## src/rtl/pwmtb_pkg.sv

```systemverilog
package pwmtb_pkg;
  localparam int PT_NINST  = 3;
  localparam int PT_DIV_W  = 16;
  localparam int PT_CT_W   = 10;
  localparam int PT_ADDR_W = 8;
  localparam int PT_DATA_W = 8;
  localparam int PT_STRIDE = 4;
  localparam logic [PT_ADDR_W-1:0] PT_CT_BASE = 8'h20;
  localparam logic [PT_ADDR_W-1:0] PT_GCTL    = 8'h70;
  localparam int PT_GEN_BIT = 1;
  localparam int PT_HI_W = PT_CT_W - PT_DATA_W;

  typedef struct packed {
    logic [PT_DIV_W-1:0] div;
    logic [PT_CT_W-1:0]  ct;
    logic                src_fast;
  } tb_cfg_t;

  localparam tb_cfg_t PT_CFG_RST = '{div: '0, ct: '0, src_fast: 1'b1};
endpackage

```

## src/rtl/pwmtb_regs.sv

```systemverilog
module pwmtb_regs
  import pwmtb_pkg::*;
#(
  parameter int NINST = PT_NINST
) (
  input  logic                 clk,
  input  logic                 rst_n,
  input  logic                 wr_en,
  input  logic [PT_ADDR_W-1:0] wr_addr,
  input  logic [PT_DATA_W-1:0] wr_data,
  output tb_cfg_t              cfg_o [NINST],
  output logic                 run_o
);
  always_ff @(posedge clk) begin
    if (!rst_n) run_o <= 1'b0;
    else if (wr_en && wr_addr == PT_GCTL) run_o <= wr_data[PT_GEN_BIT];
  end

  for (genvar i = 0; i < NINST; i++) begin : g_inst
    localparam logic [PT_ADDR_W-1:0] A_DLO = PT_ADDR_W'(PT_STRIDE * (i + 1));
    localparam logic [PT_ADDR_W-1:0] A_DHI = A_DLO + 1'b1;
    localparam logic [PT_ADDR_W-1:0] A_SRC = A_DLO + 2'd2;
    localparam logic [PT_ADDR_W-1:0] A_CLO = PT_CT_BASE + A_DLO;
    localparam logic [PT_ADDR_W-1:0] A_CHI = A_CLO + 1'b1;

    tb_cfg_t            shadow;
    logic [PT_HI_W-1:0] ct_hold;

    always_ff @(posedge clk) begin
      if (!rst_n) begin
        shadow  <= PT_CFG_RST;
        ct_hold <= '0;
      end else if (wr_en) begin
        unique case (wr_addr)
          A_DLO:   shadow.div[PT_DATA_W-1:0]        <= wr_data;
          A_DHI:   shadow.div[PT_DIV_W-1:PT_DATA_W] <= wr_data;
          A_SRC:   shadow.src_fast                  <= wr_data[0];
          A_CHI:   ct_hold                          <= wr_data[PT_HI_W-1:0];
          A_CLO:   shadow.ct                        <= {ct_hold, wr_data};
          default: ;
        endcase
      end
    end

    assign cfg_o[i] = shadow;
  end
endmodule

```

## src/rtl/pwmtb_engine.sv

```systemverilog
module pwmtb_engine
  import pwmtb_pkg::*;
(
  input  logic               clk,
  input  logic               rst_n,
  input  logic               run,
  input  logic               fast_tick,
  input  logic               slow_tick,
  input  tb_cfg_t            cfg,
  output logic [PT_CT_W-1:0] count_o,
  output logic               start_o
);
  tb_cfg_t             act;
  logic [PT_DIV_W-1:0] div_cnt;
  logic                tick, div_wrap, per_end;

  assign tick     = act.src_fast ? fast_tick : slow_tick;
  assign div_wrap = (div_cnt == act.div);
  assign per_end  = div_wrap && (count_o == act.ct);

  always_ff @(posedge clk) begin
    if (!rst_n) begin
      act     <= PT_CFG_RST;
      div_cnt <= '0;
      count_o <= '0;
      start_o <= 1'b0;
    end else begin
      start_o <= 1'b0;
      if (run && tick) begin
        if (!div_wrap) begin
          div_cnt <= div_cnt + 1'b1;
        end else begin
          div_cnt <= '0;
          if (per_end) begin
            count_o <= '0;
            start_o <= 1'b1;
            act     <= cfg;
          end else begin
            count_o <= count_o + 1'b1;
          end
        end
      end
    end
  end
endmodule

```

## src/rtl/pwm_prescale_timebase.sv

```systemverilog
module pwm_prescale_timebase
  import pwmtb_pkg::*;
#(
  parameter int NINST = PT_NINST
) (
  input  logic                            clk,
  input  logic                            rst_n,
  input  logic                            fast_tick,
  input  logic                            slow_tick,
  input  logic                            wr_en,
  input  logic [PT_ADDR_W-1:0]            wr_addr,
  input  logic [PT_DATA_W-1:0]            wr_data,
  output logic [NINST-1:0][PT_CT_W-1:0]   cycle_count,
  output logic [NINST-1:0]                period_start
);
  tb_cfg_t cfg [NINST];
  logic    run_en;

  pwmtb_regs #(.NINST(NINST)) u_regs (
    .clk     (clk),
    .rst_n   (rst_n),
    .wr_en   (wr_en),
    .wr_addr (wr_addr),
    .wr_data (wr_data),
    .cfg_o   (cfg),
    .run_o   (run_en)
  );

  for (genvar i = 0; i < NINST; i++) begin : g_eng
    pwmtb_engine u_eng (
      .clk       (clk),
      .rst_n     (rst_n),
      .run       (run_en),
      .fast_tick (fast_tick),
      .slow_tick (slow_tick),
      .cfg       (cfg[i]),
      .count_o   (cycle_count[i]),
      .start_o   (period_start[i])
    );
  end
endmodule

```

## config.mk

```make
export PLATFORM = sky130hd
export DESIGN_NAME = pwm_prescale_timebase
export DESIGN_NICKNAME = d
export VERILOG_FILES = /design/src/rtl/pwmtb_pkg.sv /design/src/rtl/pwmtb_regs.sv /design/src/rtl/pwmtb_engine.sv /design/src/rtl/pwm_prescale_timebase.sv
export SDC_FILE = /design/constraint.sdc
export NUM_CORES = 1
export LEC_CHECK = 0
export BUFFER_PORTS_ARGS = -buffer_cell sky130_fd_sc_hd__buf_2
export CAP_MARGIN = 20
export CORE_UTILIZATION = 50
export CTS_BUF_LIST = sky130_fd_sc_hd__clkbuf_8
export DETAILED_ROUTE_END_ITERATION = 10
export PLACE_DENSITY = 0.76
export SYNTH_ARGS = -nofsm -noshare
export SYNTH_HDL_FRONTEND = slang
export SYNTH_HIERARCHICAL = 1
export SYNTH_SLANG_ARGS = --single-unit
```

## constraint.sdc

```tcl
create_clock -name clk -period 3.65 [get_ports clk]
set_input_delay 1.095 -clock clk [delete_from_list [all_inputs] [get_ports clk]]
set_output_delay 1.095 -clock clk [all_outputs]
set_load 0.02 [all_outputs]
```

==> impl_results.md, run 1 <==
* Largest net degree at the start of global routing at 85
* Fin Hold WS at between 0.4 and 0.5 ns
* Worst Path Max Fanout at 27
* CP Launch Type: input pin
* Cell accounting for the most synthesized area: dfxtp_1
* Final setup fails at 0
* DRC viols at 0
* Slew Viols, Final at 0
* Worst EP arrival at 3.07 ns
* Width of the chip at 153 um
* Initial core utilization at 0.517
* CTS tree: done
* Setup CP Type: in2reg
* Die Y-Extent at 153 um
* Seq cells post-synth at 250
* Vias at 8533
* Synth-to-layout area growth at 10.4%
* Synth Cell Area at between 10000 and 15000 um2
* Gr usage total at 0.211
* Post-synth EDFFs at 0
* FMAX at 382 MHz
* Final Hold Vio Count at 0
* Vias/cell at ~5.4
* TNS Setup at 0 ns
* # hold bufs at CTS at 0
* Power density cells at 424 nW/um2
* Initial antenna violation count at 2
* DP HPWL at between 15 and 20 mm
* 1st-iter DRT viols at about 590
* Final net count at roughly 1300
* Setup Fix Bufs, Post-CTS at 0
* Die area at ~23000 um2
* Port buffer count at 53
* P_leak at between 0.005 and 0.006 uW
* Clk_lat worst skew at roughly 0.54 ns
* Unrepaired setup endpoints after global routing: no
* Routed length per instance at ~16 um
* Maximum vdd ir drop at 0.199 mV
* Detail Route Antenna Nets at 0
* Grt ovf at 0
* Min cycle time layout at about 2.6 ns
* DRT Wirelength at approximately 25 mm
* Dominant cells by area after synthesis: dfxtp_1, mux2i_1, nand2_1
* First-pass GRT wire length at between 40 and 50 mm
* Avg Cell Area, Syn at about 9.3 um2
* Post-synth net total at 1248
* Worst EP required at 4.11 ns
* Worst min-delay path class: reg2reg
* Setup Skew at 0.0102 ns
* Clk slew on worst S/H paths at roughly 0.060 ns
* Depth of the CTS H-tree at 2
* Post-CTS sizing at 0
* Clk root buf: clkbuf_8
* Relative slew margins at 0.365
* Asr flop ratio synth at 0
* Vias in the first global route at approximately 8100
* Total of max-cap violations at 0
* Gpl congestion at between 0.8 and 0.9
* Register-to-register setup slack at 1.07 ns
* Worst-Margin Slew at approximately 0.94 ns
* Period utilization at 0.717
* Setup ws final at between 1 and 1.5 ns
* Share of layout cells above drive strength 1 at 0.124
* Clk buf depth at 3
* Top_reg_cell synth: dfxtp_1
* Cell Rows at between 50 and 60
* Seq/Total Area, Yosys at 0.439
* Synth Instances at 1221
* CTS buffer count at 41
* Most frequent cells in the layout: nand2_1, dfxtp_1, mux2i_1, xor2_1, nor2_1
* Synthesis warning total at 6
* CP endpoint kind: flop
* Synth top area share at 0.439
* I/O Pins at 54
* Pre-CTS setup slack at about 0.52 ns
* Yosys cell types at 45
* Run status: finished clean
* 1st-pass router iterations at 5
* Core area at 22100 um2
* Most common cell after layout, fill and taps aside: nand2_1
* Clock sink count at 250
[cells in the mapped netlist, types with 2 or more instances]
master    number
a21oi_1       36
and2_1         8
and3_1        11
and4_1        12
and4bb_1       3
and4bb_2       2
buf_2         15
buf_4          9
buf_6         12
clkbuf_1      31
dfxtp_1      250
ha_1           6
inv_1         11
mux2_2         3
mux2i_1      168
nand2_1      290
nand3_1       33
nand3_2        7
nand4_1       27
nand4b_1       3
nor2_1        55
nor2b_1        4
nor3_1         6
nor4_1         6
nor4_2        12
nor4_4         3
nor4bb_1       2
o21ai_0        7
o21ai_1        6
o21ai_2        3
o31ai_1       21
o31ai_4        3
or3_1          6
or4_1         21
xnor2_1       24
xor2_1        96
[metal layers]
layer	vias up	GRT usage	wire, um
met4	0	0.0669	510
met1	4027	0.276	11300
met3	41	0.0414	1200
li1	4278	-	-
met2	187	0.348	11500
met5	-	0	0
[registers in the layout, indices dropped and copies added, names as in the netlist]
register and flops:
g_eng.u_eng/act 81, u_regs/cfg_o 81, u_regs/g_inst.ct_hold 6, g_eng.u_eng/div_cnt 48, u_regs/run_o 1, g_eng.u_eng/start_o 3
g_eng.u_eng/count_o 30
[through the flow]
step	cells	util	cell area, um2	power [uW]
final	1567	0.570	12600	5340
after global routing	1566	0.570	12600	5530
after CTS	1565	0.570	12600	5400
after detailed placement	1495	0.532	11800	2920
after global placement	1495	0.532	11800	2920
after floorplan	1221	-	11400	2870
[power breakdown]
group          internal (uW)  total (uW)  leakage, uW  switching [uW]
clock network           1410        2480     0.000478            1060
registers               2730        2730      0.00201           0.669
logic                   28.5         134      0.00272             105
[cells by family (layout without fill, tap and decap cells)]
family | Yosys count | after routing | synth area share
buffers and inverters | 78 | 142 | 0.0382
AND/OR/NAND/NOR | 519 | 519 | 0.231
AO/OA/AOI/OAI | 77 | 77 | 0.0437
multiplexers | 171 | 171 | 0.150
flip-flops | 250 | 250 | 0.439
other | 0 | 2 | 0
adder cells (fa/ha/maj) | 6 | 6 | 0.00658
XOR/XNOR | 120 | 120 | 0.0921
[path summary, 6_finish.rpt]
| check | from | cells past startpoint | end |
|---|---|---|---|
| setup / recovery | fast_tick | 7 | g_eng[2].u_eng/act[15]$_SDFFE_PN0P_ |
| hold reg to reg | u_regs/cfg_o[56]$_SDFFE_PN0P_ | 2 | g_eng[0].u_eng/act[2]$_SDFFE_PN0P_ |
| hold / removal | u_regs/cfg_o[56]$_SDFFE_PN0P_ | 2 | g_eng[0].u_eng/act[2]$_SDFFE_PN0P_ |
| setup reg to reg | g_eng[2].u_eng/div_cnt[3]$_SDFFE_PN0P_ | 6 | g_eng[2].u_eng/act[15]$_SDFFE_PN0P_ |
[critical path, stage by stage]
cell	delay, ns
buf_2	0.10
mux2_2	0.18
and2_1	0.31
nand3_2	0.40
nor3_2	0.27
buf_4	0.43
mux2i_1	0.26
[cell type report]
type | count | area (um2)
Clock inverter | 18 | 128
Multi-Input combinational cell | 893 | 5990
Antenna cell | 2 | 5.00
Sequential cell | 250 | 5000
Inverter | 11 | 41.3
Timing Repair Buffer | 61 | 369
Tap cell | 280 | 350
Clock buffer | 52 | 716
Fill cell | 1885 | 9490
Power figures use the tool's default switching activity.
==> inputs of run 2 (changes only) <==
- PLACE_DENSITY: 0.76 -> 0.79
- clock period: 3.65 -> 2.11 ns (I/O delays scaled with it)
==> impl_results.md, run 2 (same netlist as run 1, synthesis figures left out) <==
* Run status: complete, but fails checks (was finished clean)
* Violations in the final reports: setup timing
* # hold bufs at CTS at 0 (unchanged)
* Share of layout cells above drive strength 1 at 0.186 (was 0.124)
* Clk slew on worst S/H paths at 0.07 ns (was 0.06 ns)
* Depth of the CTS H-tree at 2 (unchanged)
* Pre-CTS setup slack at -0.0944 ns (was 0.523 ns)
* Crit. Startpoint: g_eng[1].u_eng/div_cnt[15]$_SDFFE_PN0P_ (was fast_tick)
* Worst EP required at 2.60 ns (was 4.11 ns)
* Core area at 22100 um2 (unchanged)
* CTS buffer count at 42 (was 41)
* Total of max-cap violations at 0 (unchanged)
* Relative slew margins at 0.557 (was 0.365)
* DRC viols at 0 (unchanged)
* Port buffer count at 53 (unchanged)
* Gpl congestion at 0.873 (was 0.844)
* Routed length per instance at 15.9 um (was 15.7 um)
* Worst min-delay path class: in2reg (was reg2reg)
* I/O Pins at 54 (unchanged)
* Power density cells at 711 nW/um2 (was 424 nW/um2)
* Worst-Margin Slew at 0.665 ns (was 0.939 ns)
* DRT Wirelength at 26.2 mm (was 24.6 mm)
* Vias in the first global route at 8792 (was 8090)
* Routed met2 length at 12.7 mm (was 11.5 mm)
* M1 WL at 11.6 mm (was 11.3 mm)
* Top Metal Used: met4 (unchanged)
* P_leak at 0.00572 uW (was 0.00521 uW)
* Unrepaired setup endpoints after global routing: yes (was no)
* FMAX at 471 MHz
* CTS tree: done (unchanged)
* Hold path startpoint: wr_data[0] (was u_regs/cfg_o[56]$_SDFFE_PN0P_)
* Most frequent cells in the layout: nand2_1, dfxtp_1, mux2i_1, xor2_1, buf_4 (was nand2_1, dfxtp_1, mux2i_1, xor2_1, nor2_1)
* Delay-heaviest family, CP: simple AND/OR/NAND/NOR gates (unchanged)
* DP HPWL at 17.1 mm (was 16.4 mm)
* Final net count at 1364 (was 1285)
* Slew Viols, Final at 0 (unchanged)
* Final setup fails at 1 (was 0)
* CP endpoint kind: flop (unchanged)
* Clk_lat worst skew at 0.55 ns (was 0.54 ns)
* Die area at 23400 um2 (unchanged)
* Clk buf depth at 3 (unchanged)
* 1st-pass router iterations at 5 (unchanged)
* Slowest stage cell, crit path: or4_1 (was buf_4)
* Met3 wire length at 1.23 mm (was 1.20 mm)
* Clk root buf: clkbuf_8 (unchanged)
* Detail Route Antenna Nets at 0 (unchanged)
* Width of the chip at 153 um (unchanged)
* Maximum vdd ir drop at 0.312 mV (was 0.199 mV)
* Worst r2r src: g_eng[1].u_eng/div_cnt[15]$_SDFFE_PN0P_ (was g_eng[2].u_eng/div_cnt[3]$_SDFFE_PN0P_)
* Vias/cell at 5.45 (about the same)
* Crit-path max cell delay at 0.55 ns (was 0.43 ns)
* Core Util, Final at 0.609 (was 0.570)
* Largest net degree at the start of global routing at 41 (was 85)
* Worst Path Max Fanout at 18 (was 27)
* Cell Chain, Critical Path: xor2_1, nor4_2, nand2_1, buf_4, or4_1, a21oi_2 (was buf_2, mux2_2, and2_1, nand3_2, nor3_2, buf_4, mux2i_1)
* Die Y-Extent at 153 um (unchanged)
* Setup CP Type: reg2reg (was in2reg)
* Most common cell after layout, fill and taps aside: nand2_1 (unchanged)
* Min cycle time layout at roughly 2.1 ns
* WP buf/inv at 1 (was 2)
* Grt ovf at 0 (unchanged)
* Period utilization at 1.01
* Gr usage total at 0.221 (was 0.211)
* Vias at 8993 (was 8533)
* Initial core utilization at 0.517 (unchanged)
* CP Launch Type: flop (was input pin)
* 1st-iter DRT viols at 494 (was 593)
* Final Hold Vio Count at 0 (unchanged)
* Setup ws final at -0.0123 ns (was 1.03 ns)
* Worst EP arrival at 2.61 ns (was 3.07 ns)
* Initial antenna violation count at 0 (was 2)
* Setup Skew at 0.0233 ns (was 0.0102 ns)
* First-pass GRT wire length at 42.3 mm (was 40.4 mm)
* Cell Rows at 54 (unchanged)
* Synth-to-layout area growth at 17.9% (was 10.4%)
* Clock sink count at 250 (unchanged)
==> run 2: changes by cell type in the layout (fill, tap and decap cells not counted), sizes merged <==
cell / change
bufinv: -1
clkinv: -1
buf: +76
diode: -1
inv: +2
clkbuf: +9
==> run 2: area by class of cell <==
| cell class | count | area (um2) |
|---|---|---|
| Fill cell | 1763 | 8630 |
| Sequential cell | 250 | 5010 |
| Antenna cell | 1 | 2.50 |
| Timing Repair Buffer | 139 | 1090 |
| Clock inverter | 18 | 108 |
| Tap cell | 280 | 350 |
| Inverter | 11 | 41.3 |
| Multi-Input combinational cell | 893 | 6040 |
| Clock buffer | 59 | 812 |
==> run 2: final timing paths <==
kind                                            endpoint  slack (ns)  cells after the start
hold / removal             u_regs/cfg_o[55]$_SDFFE_PN0P_        0.42                      3
hold reg to reg       g_eng[1].u_eng/act[6]$_SDFFE_PN0P_        0.45                      2
setup / recovery  g_eng[1].u_eng/count_o[3]$_SDFFE_PN0P_       -0.01                      6
setup reg to reg  g_eng[1].u_eng/count_o[3]$_SDFFE_PN0P_       -0.01                      6
==> run 2: worst register-to-register path, stage by stage (launching register included) <==
cell,delay (ns)
dfxtp_1,0.34
xor2_1,0.17
nor4_2,0.40
nand2_1,0.21
buf_4,0.25
or4_1,0.55
a21oi_2,0.15
==> run 2: metrics by stage <==
stage	TNS [ns]	hold slack (ns)	std cells	instance area, um2	total power [uW]
detailed placement	-1.37	0.448	1563	12400	5090
CTS	0	0.391	1640	13300	9650
global placement	-0.458	0.444	1563	12400	5090
global route	-2.40	0.430	1650	13500	9870
finish	-0.0123	0.416	1651	13500	9570
floorplan	0	0.435	1221	11400	4970
==> run 2: what timing repair did <==
item                       in CTS  in global routing
setup endpoints to repair       8                107
buffers inserted                0                  8
gates cloned                    0                  2
gates resized for setup         1                 15
pin swaps                       1                 14
==> run 2: per-layer routing <==
metal	track usage	vias up
li1	-	4440
met1	0.275	4275
met2	0.375	221
met3	0.0360	57
met4	0.0967	0
met5	0	-
==> run 2: where the power goes <==
| part | internal [uW] | total (uW) | switching (uW) |
|---|---|---|---|
| clock | 2610 | 4580 | 1970 |
| combinational | 81.1 | 274 | 193 |
| sequential | 4720 | 4720 | 1.02 |
| total | 7410 | 9570 | 2160 |
==> inputs of run 3 (changes only) <==
- CELL_PAD_IN_SITES_DETAIL_PLACEMENT: not set -> 1
- CELL_PAD_IN_SITES_GLOBAL_PLACEMENT: not set -> 1
- CORE_UTILIZATION: 50 -> 45
- PLACE_DENSITY: 0.79 -> 0.87
- SLEW_MARGIN: not set -> 20
==> impl_results.md, run 3 (same netlist as run 1, synthesis figures left out) <==
* Run status: complete, but fails checks (unchanged)
* Violations in the final reports: setup timing (unchanged)
* Final setup fails at 77 (was 1)
* Final net count at 1389 (was 1364)
* Setup Skew at 0.0307 ns (was 0.0233 ns)
* Worst EP required at 2.57 ns (was 2.60 ns)
* Vias in the first global route at 10357 (was 8792)
* Gr usage total at 0.266 (was 0.221)
* Sequential share of power at 0.496 (was 0.493)
* CP Launch Type: flop (unchanged)
* # hold bufs at CTS at 0 (unchanged)
* Worst Path Max Fanout at 13 (was 18)
* 1st-iter DRT viols at 1187 (was 494)
* Synth-to-layout area growth at 21.3% (was 17.9%)
* Worst r2r src: g_eng[0].u_eng/count_o[1]$_SDFFE_PN0P_ (was g_eng[1].u_eng/div_cnt[15]$_SDFFE_PN0P_)
* Sw frac at 0.246 (was 0.226)
* Design internal power at 7170 uW (was 7410 uW)
* Die area at 26000 um2 (was 23400 um2)
* Clk slew on worst S/H paths at 0.07 ns (about the same)
* # fillers at 2736 (was 1763)
* Share of layout cells above drive strength 1 at 0.207 (was 0.186)
* Min cycle time layout at 2.36 ns (was 2.12 ns)
* CTS tree: done (unchanged)
* Gpl congestion at 0.815 (was 0.873)
* Final Hold Vio Count at 0 (unchanged)
* DRT Wirelength at 42.5 mm (was 26.2 mm)
* Vias/cell at 6.02 (was 5.45)
* Routed length per instance at 24.7 um (was 15.9 um)
* Placed cell area at 12500 um2 (was 12400 um2)
* Initial antenna violation count at 5 (was 0)
* Initial core utilization at 0.464 (was 0.517)
* Clk network pwr share at 0.470 (was 0.478)
* Setup CP Type: reg2reg (unchanged)
* Power density cells at 687 nW/um2 (was 711 nW/um2)
* TNS Setup at -6.63 ns (was -0.0123 ns)
* Pre-CTS setup slack at -0.0738 ns (was -0.0944 ns)
* FMAX at 424 MHz (was 471 MHz)
* Hold path startpoint: u_regs/cfg_o[33]$_SDFFE_PN0P_ (was wr_data[0])
* Vias at 10332 (was 8993)
* Port buffer count at 53 (unchanged)
* Clk root buf: clkbuf_8 (unchanged)
* Worst-Margin Slew at 0.728 ns (was 0.665 ns)
* Grt ovf at 0 (unchanged)
* Unrepaired setup endpoints after global routing: yes (unchanged)
* Clk_lat worst skew at 0.56 ns (was 0.55 ns)
* Die Y-Extent at 161 um (was 153 um)
* CP endpoint kind: flop (unchanged)
* Worst EP arrival at 2.82 ns (was 2.61 ns)
* Most common cell after layout, fill and taps aside: nand2_1 (unchanged)
* P_leak at 0.00586 uW (was 0.00572 uW)
* FF-to-FF path depth at 6 (unchanged)
* Clock sink count at 250 (unchanged)
* Period utilization at 1.12 (was 1.01)
* Comb pwr share at 0.033 (was 0.029)
* RR Endpoint: g_eng[0].u_eng/act[2]$_SDFFE_PN0P_ (was g_eng[1].u_eng/count_o[3]$_SDFFE_PN0P_)
* Hold Path Cell Cnt at 2 (was 3)
* Largest net degree at the start of global routing at 48 (was 41)
* Tot Pwr at 9510 uW (was 9570 uW)
* Register-to-register setup slack at -0.25 ns (was -0.01 ns)
* Width of the chip at 161 um (was 153 um)
* Worst min-delay path class: reg2reg (was in2reg)
* Clk buf depth at 3 (unchanged)
* Fin Hold WS at 0.458 ns (was 0.416 ns)
* Slew Viols, Final at 0 (unchanged)
* Most frequent cells in the layout: nand2_1, dfxtp_1, mux2i_1, xor2_1, buf_4 (unchanged)
* Sw power at 2340 uW (was 2160 uW)
* Cell Rows at 57 (was 54)
* Relative slew margins at 0.512 (was 0.557)
* Footprint of the multi-input gates at 6130 um2 (was 6040 um2)
* Setup ws final at -0.248 ns (was -0.0123 ns)
* 1st-pass router iterations at 5 (unchanged)
* DRC viols at 0 (unchanged)
* I/O Pins at 54 (unchanged)
* DP HPWL at 21.3 mm (was 17.1 mm)
* Total of max-cap violations at 0 (unchanged)
* Detail Route Antenna Nets at 0 (unchanged)
* Finished Cell Area at 13800 um2 (was 13500 um2)
* Register area at 5030 um2 (was 5010 um2)
* End of the worst hold path: g_eng[1].u_eng/act[6]$_SDFFE_PN0P_ (was u_regs/cfg_o[55]$_SDFFE_PN0P_)
* First-pass GRT wire length at 54.9 mm (was 42.3 mm)
* Depth of the CTS H-tree at 2 (unchanged)
* CTS buffer count at 44 (was 42)
* Core area at 24600 um2 (was 22100 um2)
* Maximum vdd ir drop at 0.338 mV (was 0.312 mV)
## run 3: changes by cell type in the layout (fill, tap and decap cells not counted), sizes merged
cell      before  now
buf          137  156
diode          1    4
bufinv         1    0
clkbuf        61   62
clkinvlp       1    0
inv           25   26
## run 3: area by class of cell
cell class              count  share of cell area
clock buffers              56              0.0557
flip-flops and latches    250               0.363
well taps                 324              0.0293
clock inverters            17             0.00479
inverters                  11             0.00298
repair buffers            162               0.101
multi-input cells         893               0.443
diodes                      4            0.000723
## run 3: repair_timing
action	CTS	global route
setup buffers	4	18
gates cloned	1	8
resized for setup	7	42
endpoints found under the setup margin	63	68
pin swaps	4	22
## run 3: power groups by stage
stage | Combinational (uW) | Clock [uW] | Sequential [uW]
floorplan | 140 | 0 | 4830
global placement | 275 | 0 | 4830
detailed placement | 283 | 0 | 4830
CTS | 289 | 4430 | 4720
global route | 324 | 4720 | 4720
finish | 316 | 4470 | 4720
## run 3: worst max path at each step
stage	start	end	slack, ns	cells after the start
finish	g_eng[0].u_eng/count_o[1]$_SDFFE_PN0P_	g_eng[0].u_eng/act[2]$_SDFFE_PN0P_	-0.25	6
global route	g_eng[0].u_eng/count_o[1]$_SDFFE_PN0P_	g_eng[0].u_eng/act[2]$_SDFFE_PN0P_	-0.22	6
CTS	g_eng[2].u_eng/act[25]$_SDFFE_PN0P_	g_eng[2].u_eng/count_o[5]$_SDFFE_PN0P_	-0.01	6
detailed placement	slow_tick	g_eng[1].u_eng/count_o[9]$_SDFFE_PN0P_	-0.07	7
global placement	slow_tick	g_eng[1].u_eng/count_o[8]$_SDFFE_PN0P_	-0.02	7
floorplan	fast_tick	g_eng[0].u_eng/count_o[9]$_SDFFE_PN0P_	0.16	7
## run 3: metal layers
metal  global-route usage  routed length, um  up-vias
met4                0.151               2900        2
met3               0.0483               2690      232
met2                0.475              20800      517
li1                     -                  -     4488
met5                    0                 10        -
met1                0.298              16100     5093
## run 3: worst max-delay path, stage by stage (launching register included)
cell and delay [ns]:
dfxtp_4 0.38, xor2_2 0.19, nor4_4 0.35, nand4_1 0.34, nor3_4 0.43, buf_6 0.30, mux2i_1 0.26
## run 3: metrics by stage
stage / std cells / util
after global routing: 1714 / 0.563
after global placement: 1609 / 0.506
after floorplan: 1221 / -
after detailed placement: 1609 / 0.506
final: 1717 / 0.563
after CTS: 1687 / 0.544
